**src/rtl/diag_pkg.sv**
```systemverilog
package diag_pkg;
    localparam int N_STICKY = 3;
    localparam int IDX_OVL  = 0;
    localparam int IDX_OVT  = 1;
    localparam int IDX_PWR  = 2;
    localparam int BYTE_W   = 8;
    localparam int FIELD_W  = 4;
endpackage

```
**src/rtl/diag_sticky.sv**
```systemverilog
module diag_sticky #(
    parameter int N = 3
) (
    input  logic         clk,
    input  logic         rst_n,
    input  logic         uvlo_i,
    input  logic [N-1:0] cause_i,
    input  logic         clr_i,
    output logic [N-1:0] flag_o
);
    typedef struct packed {
        logic [N-1:0] flag;
    } st_t;

    st_t st_d, st_q;

    always_comb begin
        st_d = st_q;
        for (int i = 0; i < N; i++) begin
            if (cause_i[i])
                st_d.flag[i] = 1'b1;
            else if (clr_i)
                st_d.flag[i] = 1'b0;
        end
        if (uvlo_i)
            st_d = '0;
    end

    always_ff @(posedge clk or negedge rst_n) begin
        if (!rst_n) st_q <= '0;
        else        st_q <= st_d;
    end

    assign flag_o = st_q.flag;

    generate
        for (genvar g = 0; g < N; g++) begin : g_chk
            // a set bit survives unless a clearing read meets an absent cause
            a_r4_hold: assert property (@(posedge clk) disable iff (!rst_n)
                (flag_o[g] && !uvlo_i && !(clr_i && !cause_i[g])) |=> flag_o[g]);
            // a clearing read with the cause gone drops the bit
            a_r5_clear: assert property (@(posedge clk) disable iff (!rst_n)
                (clr_i && !cause_i[g]) |=> !flag_o[g]);
        end
    endgenerate
endmodule

```
**src/rtl/diag_deglitch.sv**
```systemverilog
module diag_deglitch #(
    parameter int LIMIT = 10
) (
    input  logic clk,
    input  logic rst_n,
    input  logic uvlo_i,
    input  logic cond_i,
    input  logic tick_i,
    output logic flag_o
);
    localparam int CW = $clog2(LIMIT + 1);
    localparam logic [CW-1:0] LIM = CW'(LIMIT);

    typedef struct packed {
        logic [CW-1:0] cnt;
    } dg_t;

    dg_t dg_d, dg_q;

    always_comb begin
        dg_d = dg_q;
        if (!cond_i || uvlo_i)
            dg_d.cnt = '0;
        else if (tick_i && dg_q.cnt != LIM)
            dg_d.cnt = dg_q.cnt + 1'b1;
    end

    always_ff @(posedge clk or negedge rst_n) begin
        if (!rst_n) dg_q <= '0;
        else        dg_q <= dg_d;
    end

    assign flag_o = cond_i && !uvlo_i && (dg_q.cnt == LIM);

    // the qualified flag can only appear after the condition was already held
    a_r7_needs_history: assert property (@(posedge clk) disable iff (!rst_n)
        $rose(flag_o) |-> $past(cond_i));
endmodule

```
**src/rtl/diag_cfg.sv**
```systemverilog
module diag_cfg #(
    parameter int VSEL_W = 4
) (
    input  logic              clk,
    input  logic              rst_n,
    input  logic              uvlo_i,
    input  logic              wr_i,
    input  logic [VSEL_W-1:0] vsel_i,
    input  logic              imon_en_i,
    output logic [VSEL_W-1:0] vreq_o
);
    typedef struct packed {
        logic [VSEL_W-1:0] vsel;
        logic              imon_en;
    } cfg_t;

    cfg_t cfg_d, cfg_q;

    always_comb begin
        cfg_d = cfg_q;
        if (wr_i) begin
            cfg_d.vsel    = vsel_i;
            cfg_d.imon_en = imon_en_i;
        end
        if (uvlo_i)
            cfg_d = '0;
    end

    always_ff @(posedge clk or negedge rst_n) begin
        if (!rst_n) cfg_q <= '0;
        else        cfg_q <= cfg_d;
    end

    assign vreq_o = cfg_q.imon_en ? '1 : cfg_q.vsel;

    // enabling the current monitor raises the request to the top code
    a_r9_imon_max: assert property (@(posedge clk) disable iff (!rst_n)
        (wr_i && imon_en_i && !uvlo_i) |=> (vreq_o == '1));
endmodule

```
**src/rtl/diag_status.sv**
```systemverilog
module diag_status
    import diag_pkg::*;
#(
    parameter int DEGLITCH_MS = 10,
    parameter int VSEL_W      = 4
) (
    input  logic              clk,
    input  logic              rst_n,
    input  logic              uvlo_i,
    input  logic              ovl_i,
    input  logic              ovt_i,
    input  logic              pwr_bad_i,
    input  logic              tone_det_i,
    input  logic              vmon_i,
    input  logic              tmon_i,
    input  logic              imin_i,
    input  logic              pdn_oc_i,
    input  logic              tick_ms_i,
    input  logic              rd_st1_i,
    input  logic              rd_st2_i,
    output logic [7:0]        rd_data_o,
    input  logic              wr_cfg_i,
    input  logic [VSEL_W-1:0] wr_vsel_i,
    input  logic              wr_imon_en_i,
    output logic [VSEL_W-1:0] vreq_o,
    output logic              fault_n_o
);
    logic [N_STICKY-1:0] cause;
    logic [N_STICKY-1:0] sticky;
    logic                pdo_flag;
    logic [FIELD_W-1:0]  field1, field2;

    always_comb begin
        cause          = '0;
        cause[IDX_OVL] = ovl_i;
        cause[IDX_OVT] = ovt_i;
        cause[IDX_PWR] = pwr_bad_i;
    end

    diag_sticky #(.N(N_STICKY)) u_sticky (
        .clk     (clk),
        .rst_n   (rst_n),
        .uvlo_i  (uvlo_i),
        .cause_i (cause),
        .clr_i   (rd_st1_i && !uvlo_i),
        .flag_o  (sticky)
    );

    diag_deglitch #(.LIMIT(DEGLITCH_MS)) u_deglitch (
        .clk    (clk),
        .rst_n  (rst_n),
        .uvlo_i (uvlo_i),
        .cond_i (pdn_oc_i),
        .tick_i (tick_ms_i),
        .flag_o (pdo_flag)
    );

    diag_cfg #(.VSEL_W(VSEL_W)) u_cfg (
        .clk       (clk),
        .rst_n     (rst_n),
        .uvlo_i    (uvlo_i),
        .wr_i      (wr_cfg_i),
        .vsel_i    (wr_vsel_i),
        .imon_en_i (wr_imon_en_i),
        .vreq_o    (vreq_o)
    );

    always_comb begin
        field1 = {tone_det_i, sticky[IDX_PWR], sticky[IDX_OVT], sticky[IDX_OVL]};
        field2 = {pdo_flag, imin_i, tmon_i, vmon_i};
        rd_data_o = '0;
        if (!uvlo_i) begin
            if (rd_st1_i)
                rd_data_o = {{(BYTE_W-FIELD_W){1'b0}}, field1};
            else if (rd_st2_i)
                rd_data_o = {{(BYTE_W-FIELD_W){1'b0}}, field2};
        end
    end

    assign fault_n_o = !(|sticky);

    // any protection cause pulls the fault flag low on the next cycle
    a_r6_fault_follows: assert property (@(posedge clk) disable iff (!rst_n)
        ((ovl_i || ovt_i || pwr_bad_i) && !uvlo_i) |=> !fault_n_o);
    // lockout leaves no fault and no voltage request behind
    a_r8_uvlo_zero: assert property (@(posedge clk) disable iff (!rst_n)
        uvlo_i |=> (fault_n_o && vreq_o == '0));
    // nothing is driven onto the data port without a strobe
    a_r10_idle_zero: assert property (@(posedge clk) disable iff (!rst_n)
        (!rd_st1_i && !rd_st2_i) |-> (rd_data_o == 8'h00));
endmodule

```
**config.mk**
```make
export PLATFORM = sky130hd
export DESIGN_NAME = diag_status
export DESIGN_NICKNAME = d
export VERILOG_FILES = /design/src/rtl/diag_pkg.sv /design/src/rtl/diag_sticky.sv /design/src/rtl/diag_deglitch.sv /design/src/rtl/diag_cfg.sv /design/src/rtl/diag_status.sv
export SDC_FILE = /design/constraint.sdc
export NUM_CORES = 1
export LEC_CHECK = 0
export ABC_AREA = 1
export BUFFER_PORTS_ARGS = -buffer_cell sky130_fd_sc_hd__buf_2
export CORE_MARGIN = 4
export CORE_UTILIZATION = 40
export DETAILED_ROUTE_END_ITERATION = 12
export HOLD_SLACK_MARGIN = 0.08
export MAX_ROUTING_LAYER = met4
export PLACE_DENSITY = 0.69
export SETUP_SLACK_MARGIN = 0.5
export SYNTH_ARGS = -nofsm -noshare
export SYNTH_HDL_FRONTEND = slang
export SYNTH_SLANG_ARGS = --single-unit
```
**constraint.sdc**
```tcl
create_clock -name clk -period 1.2 [get_ports clk]
set_clock_uncertainty 0.2 [all_clocks]
set_input_delay 0.18 -clock clk [delete_from_list [all_inputs] [get_ports clk]]
set_output_delay 0.18 -clock clk [all_outputs]
set_load 0.02 [all_outputs]
```
==> results.toml <==
[status]
run_status = "finished with violations"
violations = "negative hold slack, negative setup slack"

[cts]
numClockSinks = 12
cts_buffers = 3
clkLatencyLatePin_ns = 0.27
cts_buffer_depth = 2
cts_tree = "built"
clk_pin_slew_ns = 0.08
cts_root_buffer = "clkbuf_4"
htree_levels = 1

[placed_design]
dp_hpwl_mm = 1.41
placed_area_um2 = 992
place_congestion = 0.764
port_buffers = 28
dp_cells = 138

[critical_path]
crit_path_end_kind = "output port"
crit_type = "register to output port"
cpPeakStageDelay_ns = 0.40
setup.worst_path.start_class = "register"
path_delay_family = "flip-flops"
ff2ff_setup_slack_ns = -0.54
cp.required_ns = 0.82
cp.arrival_ns = 1.41
crit_slowest_cell = "dfrtp_1"
cp_num_buf_inv = 2
crit_path_max_fanout = 2
crit_path_cell_trace = "inv_2 > ha_4 > nand2_4 > nor2_4 > nand3_2 > a21oi_4 > buf_6"

[yosys]
synth_area_per_cell_um2 = 7.90
syn-cell-area_um2 = 703
synth_seq_cells = 12
ys_types = 16
seq_area_frac_synth = 0.427
yosys_warnings = 0
syn_inst = 89

[floorplan]
coreArea_mm2 = 0.00158
rows = 14
die_area_mm2 = 0.00249
die_w_um = 49.9
start_util = 0.446
io_pins = 33
die_y_um = 49.9

[layout]
design_area_mm2 = 0.00127
drive_gt1_frac = 0.662
instances_no_fill = 152
area_delta_synth_final_pct = 80.2
n_antenna_cell = 0
fin_nets = 159

[timing]
rsz0062_at_grt = "yes"
fin_crit_ns = 1.79
max_freq_ghz = 0.559
setup_violations = 13
layout_setup_ws_ns = -0.587
period_share = 1.49
drv_slew = 0
whs_ns = -0.427
hold_violations = 20

[global_routing]
grt_util_met1 = 0.188
grt.total_usage = 0.179
first_global_vias = 740
gr-usage-met3 = 0.0361
grt_max_degree = 13
grt_pass1_wl_mm = 3.29
gr-usage-met2 = 0.326
grt_overflow_total = 0
grt_antenna_before_repair = 0
gr-max-usage-layer = "met2"

[worst_hold_path]
hp-class = "input port to asynchronous set/reset pin"

[routing]
vias = 759
drc = 0
viasPerCell = 4.99
postRouteAntennaNets = 0
firstDrtPassIters = 2
drt_iter0_markers = 6
post_drt_wl_per_cell_um = 14.5
drt_wl_total_mm = 2.21

[power]
seqPwrFrac = 0.406
p_int_mw = 0.755
p_per_area_mw_per_mm2 = 857
leakage_nw = 0.636
peakVddDrop_uv = 987
switching_share = 0.306
netSwitchingPower_mw = 0.332
power_frac_comb = 0.293
clkPwrFrac = 0.301

[flow_run]
maxCapViolCount = 0
power by group through the flow:
| stage | clock network, mW | logic, mW | registers (mW) |
|---|---|---|---|
| after floorplan | 0 | 0.164 | 0.443 |
| after global placement | 0 | 0.232 | 0.444 |
| after detailed placement | 0 | 0.238 | 0.445 |
| after CTS | 0.328 | 0.297 | 0.439 |
| after global routing | 0.358 | 0.340 | 0.443 |
| final | 0.327 | 0.319 | 0.441 |
sequential cells by signal, summed over array words and instances (netlist names):
signal           flops
u_sticky.flag_o      3
u_cfg.cfg_q          5
u_deglitch.dg_q      4
per-stage QoR:
step | hold slack (ns) | total power [mW] | setup TNS [ns] | util | setup slack [ns]
3_3_place_gp | -0.130 | 0.676 | -0.903 | 0.629 | -0.328
2_1_floorplan | -0.316 | 0.607 | -0.362 | - | -0.265
5_1_grt | -0.425 | 1.14 | -4.30 | 0.804 | -0.646
3_5_place_dp | -0.126 | 0.683 | -1.09 | 0.629 | -0.359
4_1_cts | -0.422 | 1.06 | -3.26 | 0.766 | -0.556
6_report | -0.427 | 1.09 | -3.64 | 0.804 | -0.587
kinds of logic (layout without fill, tap and decap cells):
logic type / Yosys count / count (layout) / share of synthesized area
and+or+nand+nor: 43 / 43 / 0.281
adders and majority gates: 2 / 2 / 0.0356
other: 1 / 4 / 0.00533
DFF: 12 / 12 / 0.427
buffers and inverters: 17 / 61 / 0.123
AOI/OAI and AO/OA: 14 / 14 / 0.128
path summary, 6_finish.rpt:
| check | start | end | cells past startpoint |
|---|---|---|---|
| worst max register to register | u_deglitch.dg_q[0]$_DFFE_PN0P_ | u_deglitch.dg_q[0]$_DFFE_PN0P_ | 10 |
| worst min-delay path | rst_n | u_deglitch.dg_q[2]$_DFFE_PN0P_ | 1 |
| worst max-delay path | u_deglitch.dg_q[0]$_DFFE_PN0P_ | rd_data_o[3] | 7 |
| worst min register to register | u_cfg.cfg_q[1]$_DFFE_PN0P_ | u_cfg.cfg_q[1]$_DFFE_PN0P_ | 2 |
| max in group asynchronous | rst_n | u_sticky.flag_o[1]$_DFFE_PN0P_ | 1 |
| min in group clk | ovt_i | u_sticky.flag_o[1]$_DFFE_PN0P_ | 3 |
Yosys cell counts, drive strengths merged:
master,n,area share
a21oi,7,0.050
a31oi,1,0.0089
buf,5,0.059
conb,1,0.0053
dfrtp,12,0.43
ha,2,0.036
inv,12,0.064
nand2,19,0.10
nand3,11,0.078
nor2,11,0.082
nor3,1,0.0071
o21ai,6,0.069
or2,1,0.012
routing by layer:
metal	routed length (µm)	part of all wire	up-vias
met4	68	0.031	0
met2	1200	0.54	21
met3	67	0.030	8
met5	0	0	-
li1	-	-	373
met1	871	0.40	357
cell usage in the layout (no fill, tap or decap), types with 2 or more instances in the layout:
cell type | netlist | layout
a21oi_2 | 0 | 3
a21oi_4 | 0 | 4
buf_2 | 0 | 18
buf_4 | 4 | 10
buf_6 | 1 | 16
clkbuf_4 | 0 | 3
conb_1 | 1 | 4
dfrtp_1 | 12 | 9
dfrtp_2 | 0 | 3
inv_1 | 12 | 6
inv_2 | 0 | 5
nand2_1 | 19 | 10
nand2_2 | 0 | 4
nand2_4 | 0 | 5
nand3_1 | 11 | 8
nand3_2 | 0 | 3
nor2_1 | 10 | 7
nor2_2 | 0 | 2
o21ai_2 | 5 | 5
area by class of cell:
type,instances,area [µm²]
multi-input cells,63,494
repair buffers,45,365
fillers,109,309
flip-flops and latches,12,304
inverters,12,47.5
clock buffers,4,36.3
well taps,16,20.0
what timing repair did:
item / CTS / global route
pin swaps: 6 / 7
gates resized for setup: 41 / 8
hold endpoints to repair: 23 / 20
endpoints found under the setup margin: 21 / 21
buffers inserted: 5 / 5
Note: power is estimated with default switching activity, not from simulation.
